### config.mk
export PLATFORM = sky130hd
export DESIGN_NAME = cb_dma_engine
export DESIGN_NICKNAME = d
export VERILOG_FILES = /design/src/rtl/dma_cb_pkg.sv /design/src/rtl/dma_cb_geom.sv /design/src/rtl/dma_addr_step.sv /design/src/rtl/cb_dma_engine.sv
export SDC_FILE = /design/constraint.sdc
export NUM_CORES = 1
export LEC_CHECK = 0
export BUFFER_PORTS_ARGS = -buffer_cell sky130_fd_sc_hd__buf_2
export CAP_MARGIN = 20
export CORE_ASPECT_RATIO = 1.1
export CORE_MARGIN = 10
export CORE_UTILIZATION = 58
export CTS_CLUSTER_SIZE = 16
export DETAILED_ROUTE_END_ITERATION = 10
export GPL_TIMING_DRIVEN = 0
export PLACE_DENSITY = 0.87
export SLEW_MARGIN = 20
export SYNTH_ARGS = -nofsm -noshare
export SYNTH_HDL_FRONTEND = slang
export SYNTH_SLANG_ARGS = --single-unit
### constraint.sdc
create_clock -name clk -period 4.5 [get_ports clk]
set_input_delay 1.35 -clock clk [delete_from_list [all_inputs] [get_ports clk]]
set_output_delay 1.35 -clock clk [all_outputs]
set_load 0.01 [all_outputs]
### src/rtl/dma_cb_pkg.sv
package dma_cb_pkg;

   localparam int unsigned DESC_WORDS  = 6;
   localparam int unsigned WORD_BYTES  = 4;
   localparam int unsigned ROW_W       = 14;
   localparam int unsigned OFS_W       = 16;

   // control word bit positions
   localparam int unsigned CTL_IRQ_EN  = 0;
   localparam int unsigned CTL_TWO_D   = 1;
   localparam int unsigned CTL_DST_INC = 4;
   localparam int unsigned CTL_DST_IGN = 7;
   localparam int unsigned CTL_SRC_INC = 8;
   localparam int unsigned CTL_SRC_IGN = 11;

   // descriptor word slots
   localparam int unsigned SLOT_CTL    = 0;
   localparam int unsigned SLOT_SRC    = 1;
   localparam int unsigned SLOT_DST    = 2;
   localparam int unsigned SLOT_LEN    = 3;
   localparam int unsigned SLOT_STRIDE = 4;
   localparam int unsigned SLOT_LINK   = 5;

   typedef enum logic [3:0] {
      WK_IDLE,
      WK_CHECK,
      WK_FETCH,
      WK_LOAD,
      WK_READ,
      WK_WRITE,
      WK_ROW,
      WK_BLOCK,
      WK_STOP
   } walk_state_t;

endpackage

### src/rtl/dma_cb_geom.sv
module dma_cb_geom
   import dma_cb_pkg::*;
#(
   parameter int DW         = 32,
   parameter bit SUPPORT_2D = 1'b1
) (
   input  logic [DW-1:0]    ctl_i,
   input  logic [DW-1:0]    len_i,
   input  logic [DW-1:0]    stride_i,
   output logic             two_d_o,
   output logic [DW-1:0]    x_bytes_o,
   output logic [ROW_W-1:0] y_rows_o,
   output logic [OFS_W-1:0] src_ofs_o,
   output logic [OFS_W-1:0] dst_ofs_o
);

   initial begin
      assert_geom_width_R6: assert (DW == 32)
         else $error("dma_cb_geom: DW must be 32");
   end

   generate
      if (SUPPORT_2D) begin : g_two_d
         assign two_d_o = ctl_i[CTL_TWO_D];
      end else begin : g_linear_only
         assign two_d_o = 1'b0;
      end
   endgenerate

   always_comb begin
      if (two_d_o) begin
         x_bytes_o = {{(DW-16){1'b0}}, len_i[15:0]};
         y_rows_o  = len_i[16 +: ROW_W];
         src_ofs_o = stride_i[15:0];
         dst_ofs_o = stride_i[31:16];
      end else begin
         x_bytes_o = len_i;
         y_rows_o  = ROW_W'(1);
         src_ofs_o = '0;
         dst_ofs_o = '0;
      end
   end

   logic unused_geom;
   assign unused_geom = ^{ctl_i[DW-1:CTL_TWO_D+1], ctl_i[0], len_i[DW-1:30]};

endmodule

### src/rtl/dma_addr_step.sv
module dma_addr_step
   import dma_cb_pkg::*;
#(
   parameter int AW = 32
) (
   input  logic [AW-1:0]    addr_i,
   input  logic             inc_en_i,
   input  logic             beat_i,
   input  logic             row_i,
   input  logic [OFS_W-1:0] ofs_i,
   output logic [AW-1:0]    addr_o
);

   localparam int EXT_W = AW - OFS_W;

   initial begin
      assert_step_width_R6: assert (AW > OFS_W && AW <= 32)
         else $error("dma_addr_step: AW out of range");
   end

   logic [AW-1:0] ofs_ext;
   assign ofs_ext = {{EXT_W{ofs_i[OFS_W-1]}}, ofs_i};

   always_comb begin
      if (row_i)
         addr_o = addr_i + ofs_ext;
      else if (beat_i && inc_en_i)
         addr_o = addr_i + AW'(WORD_BYTES);
      else
         addr_o = addr_i;
   end

endmodule

### src/rtl/cb_dma_engine.sv
module cb_dma_engine
   import dma_cb_pkg::*;
#(
   parameter int AW         = 32,
   parameter int DW         = 32,
   parameter bit SUPPORT_2D = 1'b1
) (
   input  logic          clk,
   input  logic          rst_n,
   input  logic          start_i,
   input  logic          chan_en_i,
   input  logic [AW-1:0] cb_addr_i,
   output logic          mem_req_o,
   output logic          mem_we_o,
   output logic [AW-1:0] mem_addr_o,
   output logic [DW-1:0] mem_wdata_o,
   input  logic [DW-1:0] mem_rdata_i,
   input  logic          mem_ack_i,
   output logic [AW-1:0] cur_cb_o,
   output logic [DW-1:0] cur_info_o,
   output logic [AW-1:0] cur_src_o,
   output logic [AW-1:0] cur_dst_o,
   output logic [DW-1:0] cur_len_o,
   output logic [DW-1:0] cur_stride_o,
   output logic [AW-1:0] cur_next_o,
   output logic          active_o,
   output logic          paused_o,
   output logic          blk_end_o,
   output logic          irq_o,
   output logic          done_o
);

   localparam int IDX_W = $clog2(DESC_WORDS);

   initial begin
      assert_top_params_R3: assert (DW == 32 && AW > OFS_W && AW <= DW)
         else $error("cb_dma_engine: unsupported widths");
   end

   walk_state_t       state_q;
   logic [IDX_W-1:0]  idx_q;
   logic [AW-1:0]     cb_q;
   logic [DW-1:0]     desc_q [DESC_WORDS];
   logic [AW-1:0]     src_q, dst_q;
   logic [DW-1:0]     len_q, x_rem_q, data_q;
   logic [ROW_W-1:0]  y_rem_q;
   logic              active_q, paused_q;

   // descriptor geometry
   logic              two_d;
   logic [DW-1:0]     x_init;
   logic [ROW_W-1:0]  y_init;
   logic [OFS_W-1:0]  src_ofs, dst_ofs;

   dma_cb_geom #(.DW(DW), .SUPPORT_2D(SUPPORT_2D)) u_geom (
      .ctl_i     (desc_q[SLOT_CTL]),
      .len_i     (desc_q[SLOT_LEN]),
      .stride_i  (desc_q[SLOT_STRIDE]),
      .two_d_o   (two_d),
      .x_bytes_o (x_init),
      .y_rows_o  (y_init),
      .src_ofs_o (src_ofs),
      .dst_ofs_o (dst_ofs)
   );

   logic src_ign, dst_ign;
   assign src_ign = desc_q[SLOT_CTL][CTL_SRC_IGN];
   assign dst_ign = desc_q[SLOT_CTL][CTL_DST_IGN];

   // handshake decode
   logic fetch_ack, read_done, beat_done, row_adv;
   assign fetch_ack = (state_q == WK_FETCH) && mem_ack_i;
   assign read_done = (state_q == WK_READ) && (src_ign || mem_ack_i);
   assign beat_done = (state_q == WK_WRITE) && (dst_ign || mem_ack_i);
   assign row_adv   = (state_q == WK_ROW) && (y_rem_q != ROW_W'(1));

   logic [DW-1:0] x_next;
   assign x_next = (x_rem_q > DW'(WORD_BYTES)) ? x_rem_q - DW'(WORD_BYTES) : '0;

   // address stepping
   logic [AW-1:0] src_step, dst_step;

   dma_addr_step #(.AW(AW)) u_src_step (
      .addr_i   (src_q),
      .inc_en_i (desc_q[SLOT_CTL][CTL_SRC_INC]),
      .beat_i   (beat_done),
      .row_i    (row_adv),
      .ofs_i    (src_ofs),
      .addr_o   (src_step)
   );

   dma_addr_step #(.AW(AW)) u_dst_step (
      .addr_i   (dst_q),
      .inc_en_i (desc_q[SLOT_CTL][CTL_DST_INC]),
      .beat_i   (beat_done),
      .row_i    (row_adv),
      .ofs_i    (dst_ofs),
      .addr_o   (dst_step)
   );

   // descriptor word capture
   generate
      for (genvar g = 0; g < DESC_WORDS; g++) begin : g_desc
         always_ff @(posedge clk or negedge rst_n) begin
            if (!rst_n)
               desc_q[g] <= '0;
            else if (fetch_ack && idx_q == IDX_W'(g))
               desc_q[g] <= mem_rdata_i;
         end
      end
   endgenerate

   // walker
   always_ff @(posedge clk or negedge rst_n) begin
      if (!rst_n) begin
         state_q  <= WK_IDLE;
         idx_q    <= '0;
         cb_q     <= '0;
         src_q    <= '0;
         dst_q    <= '0;
         len_q    <= '0;
         x_rem_q  <= '0;
         y_rem_q  <= '0;
         data_q   <= '0;
         active_q <= 1'b0;
         paused_q <= 1'b0;
      end else begin
         unique case (state_q)
            WK_IDLE: begin
               if (start_i && chan_en_i) begin
                  cb_q     <= cb_addr_i;
                  active_q <= 1'b1;
                  paused_q <= 1'b0;
                  state_q  <= WK_CHECK;
               end
            end
            WK_CHECK: begin
               idx_q <= '0;
               if (cb_q == '0 || !chan_en_i)
                  state_q <= WK_STOP;
               else
                  state_q <= WK_FETCH;
            end
            WK_FETCH: begin
               if (mem_ack_i) begin
                  if (idx_q == IDX_W'(DESC_WORDS - 1))
                     state_q <= WK_LOAD;
                  else
                     idx_q <= idx_q + IDX_W'(1);
               end
            end
            WK_LOAD: begin
               src_q   <= desc_q[SLOT_SRC][AW-1:0];
               dst_q   <= desc_q[SLOT_DST][AW-1:0];
               len_q   <= desc_q[SLOT_LEN];
               x_rem_q <= x_init;
               y_rem_q <= y_init;
               if (y_init == '0)
                  state_q <= WK_BLOCK;
               else if (x_init == '0)
                  state_q <= WK_ROW;
               else
                  state_q <= WK_READ;
            end
            WK_READ: begin
               if (read_done) begin
                  data_q  <= src_ign ? '0 : mem_rdata_i;
                  state_q <= WK_WRITE;
               end
            end
            WK_WRITE: begin
               if (beat_done) begin
                  src_q   <= src_step;
                  dst_q   <= dst_step;
                  x_rem_q <= x_next;
                  len_q   <= two_d ? {2'b00, y_rem_q, x_next[15:0]} : x_next;
                  state_q <= (x_next == '0) ? WK_ROW : WK_READ;
               end
            end
            WK_ROW: begin
               if (y_rem_q == ROW_W'(1)) begin
                  state_q <= WK_BLOCK;
               end else begin
                  src_q   <= src_step;
                  dst_q   <= dst_step;
                  y_rem_q <= y_rem_q - ROW_W'(1);
                  x_rem_q <= x_init;
                  state_q <= (x_init == '0) ? WK_ROW : WK_READ;
               end
            end
            WK_BLOCK: begin
               cb_q    <= desc_q[SLOT_LINK][AW-1:0];
               state_q <= WK_CHECK;
            end
            WK_STOP: begin
               active_q <= 1'b0;
               paused_q <= 1'b1;
               state_q  <= WK_IDLE;
            end
            default: state_q <= WK_IDLE;
         endcase
      end
   end

   // memory port
   always_comb begin
      mem_req_o  = 1'b0;
      mem_we_o   = 1'b0;
      mem_addr_o = dst_q;
      unique case (state_q)
         WK_FETCH: begin
            mem_req_o  = 1'b1;
            mem_addr_o = cb_q + AW'({idx_q, 2'b00});
         end
         WK_READ: begin
            mem_req_o  = !src_ign;
            mem_addr_o = src_q;
         end
         WK_WRITE: begin
            mem_req_o  = !dst_ign;
            mem_we_o   = 1'b1;
         end
         default: ;
      endcase
   end
   assign mem_wdata_o = data_q;

   assign cur_cb_o     = cb_q;
   assign cur_info_o   = desc_q[SLOT_CTL];
   assign cur_src_o    = src_q;
   assign cur_dst_o    = dst_q;
   assign cur_len_o    = len_q;
   assign cur_stride_o = desc_q[SLOT_STRIDE];
   assign cur_next_o   = desc_q[SLOT_LINK][AW-1:0];
   assign active_o     = active_q;
   assign paused_o     = paused_q;
   assign blk_end_o    = (state_q == WK_BLOCK);
   assign irq_o        = (state_q == WK_BLOCK) && desc_q[SLOT_CTL][CTL_IRQ_EN];
   assign done_o       = (state_q == WK_STOP);

   logic unused_top;
   assign unused_top = ^{desc_q[SLOT_SRC], desc_q[SLOT_DST], desc_q[SLOT_LINK]};

   // checks on the port and state
   assert_req_hold_R11: assert property (@(posedge clk) disable iff (!rst_n)
      mem_req_o && !mem_ack_i |=> mem_req_o && $stable(mem_addr_o)
                                  && $stable(mem_we_o) && $stable(mem_wdata_o));

   assert_req_while_active_R2: assert property (@(posedge clk) disable iff (!rst_n)
      mem_req_o |-> active_o);

   assert_no_dropped_write_R5: assert property (@(posedge clk) disable iff (!rst_n)
      mem_req_o && mem_we_o |-> !cur_info_o[CTL_DST_IGN]);

   assert_stop_status_R9: assert property (@(posedge clk) disable iff (!rst_n)
      done_o |=> !active_o && paused_o);

   assert_busy_start_keeps_cb_R1: assert property (@(posedge clk) disable iff (!rst_n)
      start_i && active_o && !blk_end_o |=> $stable(cur_cb_o));

endmodule

* Word level (Yosys, flattened, before mapping) *
Index checks and enable logic that the tools add are counted.

operators by class
  add/sub/neg operators = 8
  order comparisons = 1
  equal/unequal tests = 22
  mux-type cells = 47
  reduce and logical (&&, ||, !) cells = 40

operators by type and width
  kind                                                   count
  two-way mux 32 bit                                     16
  case mux 32 bit (3 select lines)                       3
  case mux 32 bit (2 select lines)                       3
  zero test 32 bit                                       3
  adder 32 x 3 -> 32 bit (second input constant)         2
  adder 32 bit                                           2
  adder 32 x 5 -> 32 bit                                 1
  > comparator 32 x 3 -> 1 bit (second input constant)   1
  two-way mux 16 bit                                     2
  case mux 4 bit (8 select lines)                        1
  subtractor 32 x 3 -> 32 bit (second input constant)    1
  two-way mux 14 bit                                     2
  case mux 14 bit (2 select lines)                       1
  two-way mux 4 bit                                      6
  equality test 4 x 3 -> 1 bit (second input constant)   4
  equality test 14 x 1 -> 1 bit (second input constant)  1
  logical AND 1 bit                                      14
  zero test 14 bit                                       1
  != test 14 x 1 -> 1 bit (second input constant)        1
  subtractor 14 x 1 -> 14 bit (second input constant)    1
  != test 2 bit (second input constant)                  5
  AND reduction 2 bit                                    5
  nonzero test 2 bit                                     5
  equality test 4 x 2 -> 1 bit (second input constant)   2
  other kinds (20)                                       35

word-level totals
  bits in registers = 407
  output and inout port bits = 295
  word-level logic and storage cells = 135

* Depth between registers and ports, before layout *
  word-level depth = 7
  depth in mapped cells = 15

* Hierarchy *
From an unflattened synthesis, not the netlist that was laid out.

second synthesis, totals
  cell total of the unflattened synthesis = 2717
  area, all modules = 25677.1 sq um

by module, submodules not included
  module                       times used  cells each  area each (sq um)  sequential area each (sq um)
  cb_dma_engine                1           1876        20060.5            10184.8
  dma_addr_step at u_src_step  1           377         2548.7             0.0
  dma_addr_step at u_dst_step  1           379         2521.2             0.0
  dma_cb_geom                  1           85          546.8              0.0

* Least setup slack after synthesis *
OpenSTA, ideal clock, no wires.

  path kind = reg2out
  from = register cb_q[2] (netlist: cur_cb_o[2])
  to = output port mem_addr_o[28]
  data arrival time = 2.541 ns
  required time = 3.150 ns
  path slack = 0.609 ns
  cell stages (with the launch flop) = 12
  cells stage by stage = dfrtp_1 ha_1 fa_1 a21oi_1 nor2b_1 nand4_1 nand2b_1 or3_1 nor2_1 nand2_1 xor2_1 o21ai_0

on the way
  word-level cells in the longest chain between the ends = 2

ends and longest elaborated chain
  item                              RTL line              source
  start, declared                   cb_dma_engine.sv:42   logic [AW-1:0] cb_q;
  start signal, assigned            cb_dma_engine.sv:131  cb_q <= cb_addr_i;
  start signal, assigned            cb_dma_engine.sv:192  cb_q <= desc_q[SLOT_LINK][AW-1:0];
  adder 32 x 5 -> 32 bit            cb_dma_engine.sv:213  mem_addr_o = cb_q + AW'({idx_q, 2'b00});
  case mux 32 bit (2 select lines)  cb_dma_engine.sv:210  unique case (state_q)
  end, declared                     cb_dma_engine.sv:15   output logic [AW-1:0] mem_addr_o,

Every way passes these cells.

* Worst setup path in the final report *
  from = register cb_q[3] (netlist: cur_cb_o[3])
  to = output port mem_addr_o[29]

The elaborated chain is that of the path after synthesis.

==> out/summary.txt <==
status = finished clean
Finished Layout Cells = 3631
DP HPWL = 75200 um
Setup Viol. Count Final = 0
YS warnings = 0
final worst-path cycle share = 99.3%
count of flip-flops with a built-in enable after synthesis = 0
core outline area = 41600 um2
Total GRT Usage = 37.8%
Peak supply drop = 0.000360 V
compound-cell area share of the yosys netlist = 18.7%
Worst-Margin Slew = 1020 ps
final net count = 3177
Initial DRC Count = 2947
Pre-antenna DRT Iters = 6
hold-fix buffers at CTS = 0
Yosys reg bits = 407
syn nets = 2755
first-pass GRT wire length = 148000 um
sequential cell area fraction in the yosys report = 41.5%
area leader, netlist = dfrtp_1
Critical Path RT = 3150 ps
Layout area overhead = 18.6%
largest family of logic cells by synthesized area = compound AO/OA/AOI/OAI gates
pre-CTS setup slack = -1130 ps
pin count of the biggest net entering global routing = 102
number of global-route vias before repair = 23500
simple-gate share of the synthesized area = 14.9%
Cell Pwr Density = 662 nW/um2
Filler cells = 3214
die area = 50900 um2
Tot Pwr = 0.0193 W
CP arrival = 3120 ps
final worst path period need = 4470 ps
final-report hold violation count = 0
Setup CP Type = flop to output pin
Worst setup EP type = output pin
routed wire length = 101000 um
antenna violations before repair = 6
critical-path cell list = ha_1, a21o_1, a21oi_2, nor2b_2, and4_4, and3_4, nor3b_4, nand3_1, xor2_1, o21ai_1, buf_2
IO Port Bufs = 363
FP Rows = 78
worst skew pair latency = 590 ps
H-tree depth = 2
Max Slew Vio Count = 0
routability cong. = 1.04
final setup TNS = 0 ps
dominant cells by area after synthesis = dfrtp_1, mux2_2, o21ai_0
clk buf depth = 3
Initial Util = 59.0%
Setup crit start kind = flop
library cells used by synthesis = 81
post-route ant nets = 0
setup slack after layout = 32.2 ps
layout cells sized above 1 = 27.0%
most frequent cell after synthesis = dfrtp_1
IO Pins = 364
relative slew slack = 32.0%
post-synthesis xor/xnor area fraction = 4.93%
max_cap viols = 0
Root Buffer = clkbuf_16
leakage = 14.3 nW
hold crit path type = flop to flop
via count = 23900
most frequent cells after synthesis = dfrtp_1, nand2_1, o21ai_0, mux2_2, a21oi_1
Num Clock Sinks = 407
Adder-Cell Fraction of Synth Area = 4.12%
mux contribution to synthesized area = 10.3%
die width = 216 um
CP Max Fanout = 5
WL/cell = 27.7 um
fmax = 224 MHz
DR vias/cell = 6.59
CTS tree = built
Async S/R FF share, synth = 100%
cts bufs inserted = 44
Avg Inst Size Synth = 9.41 um2
Max stage delay on crit path = 450 ps
Die Span Y = 236 um
DRC viols = 0
Clock Skew = 16.6 ps
Slowest cell on crit path = dfrtp_2
placed insts = 3536
post-synth top area share = 41.5%
Mapped Cells = 2607
top_reg_cell synth = dfrtp_1
fin util = 70.0%
Syn Std Cell Area = 24500 um2
clock slew at reported path FFs = 60 ps
GRT overflow = 0
## metrics by stage
stage	hold slack (ps)	cell area (um2)
floorplan	455	24500
global placement	462	27100
detailed placement	469	27200
CTS	481	28900
global route	508	29100
finish	479	29100
## placed cells by master (no fill, tap or decap), types with 36 or more instances in the layout
cell       instances
a21oi_1          191
a22o_1            45
a31oi_1           36
and2_1            47
buf_2            367
buf_4            106
clkbuf_1         116
clkbuf_16         45
dfrtp_1          400
ha_1              74
mux2_2           194
nand2_1          239
nand3_1           56
nor2_1           179
nor3_1            41
o21ai_0          222
xnor2_1           61
xor2_1            77
## path summary, 6_finish.rpt
check,depth (start not counted),slack (ps),to,start
min,2,480,cur_len_o[27],cur_len_o[27]
max in group asynchronous,4,2210,cur_dst_o[16],rst_n
min reg2reg,2,480,cur_len_o[27],cur_len_o[27]
max,11,30,mem_addr_o[29],cur_cb_o[3]
min in group asynchronous,1,670,cur_len_o[14],rst_n
max reg2reg,15,80,cur_src_o[28],cur_info_o[1]
## timing repair
item,in CTS,in global routing
gates resized for setup,52,35
setup buffers,5,4
pin swaps,3,1
setup endpoints to repair,69,38
## registers in the layout, summed over array words and instances, names as in the netlist, 4 cells and up
register and count:
cur_cb_o 32, cur_dst_o 32, cur_info_o 32, cur_len_o 32, cur_next_o 32, cur_src_o 32
cur_stride_o 32, desc_q 96, mem_wdata_o 32, state_q 4, x_rem_q 32, y_rem_q 14
## kinds of logic after synthesis
| logic type | after synthesis |
|---|---|
| and+or+nand+nor | 753 |
| AOI/OAI and AO/OA | 736 |
| DFF | 407 |
| buffers and inverters | 265 |
| muxes | 229 |
| xor gates and xnor gates | 138 |
| adders and majority gates | 79 |
## power breakdown
group | internal (W) | total (W) | leakage (nW) | switching, W
Sequential | 0.00476 | 0.00621 | 5.38 | 0.00145
Combinational | 0.00316 | 0.00918 | 8.14 | 0.00601
Clock | 0.00232 | 0.00389 | 0.746 | 0.00157
Total | 0.0102 | 0.0193 | 14.3 | 0.00903
## per-layer routing
layer	track usage, %	wire length (um)	up-vias
li1	-	-	10200
met1	44.8	35200	11600
met5	0	36	-
met2	60.0	46600	1666
met4	25.2	7390	6
met3	9.06	11200	421
## cell type report
| class | count | area (um2) | share of cell area [%] |
|---|---|---|---|
| multi-input combinational | 1935 | 13300 | 45.6 |
| sequential | 407 | 10200 | 35.0 |
| timing repair buffer | 378 | 2020 | 6.95 |
| clock buffer | 66 | 1280 | 4.41 |
| buffer | 232 | 1260 | 4.34 |
| tap | 560 | 701 | 2.41 |
| clock inverter | 14 | 239 | 0.821 |
| inverter | 31 | 116 | 0.400 |
| antenna | 8 | 20.0 | 0.0688 |
## worst max-delay path: cells and delay by family (launching register included)
| family | cells | cell delay [ps] |
|---|---|---|
| xor+xnor | 1 | 160 |
| simple gates | 5 | 1030 |
| fa+ha+maj | 1 | 310 |
| flops | 1 | 450 |
| compound gates | 3 | 410 |
| buf+inv | 1 | 170 |
(Power assumes the default switching activity.)
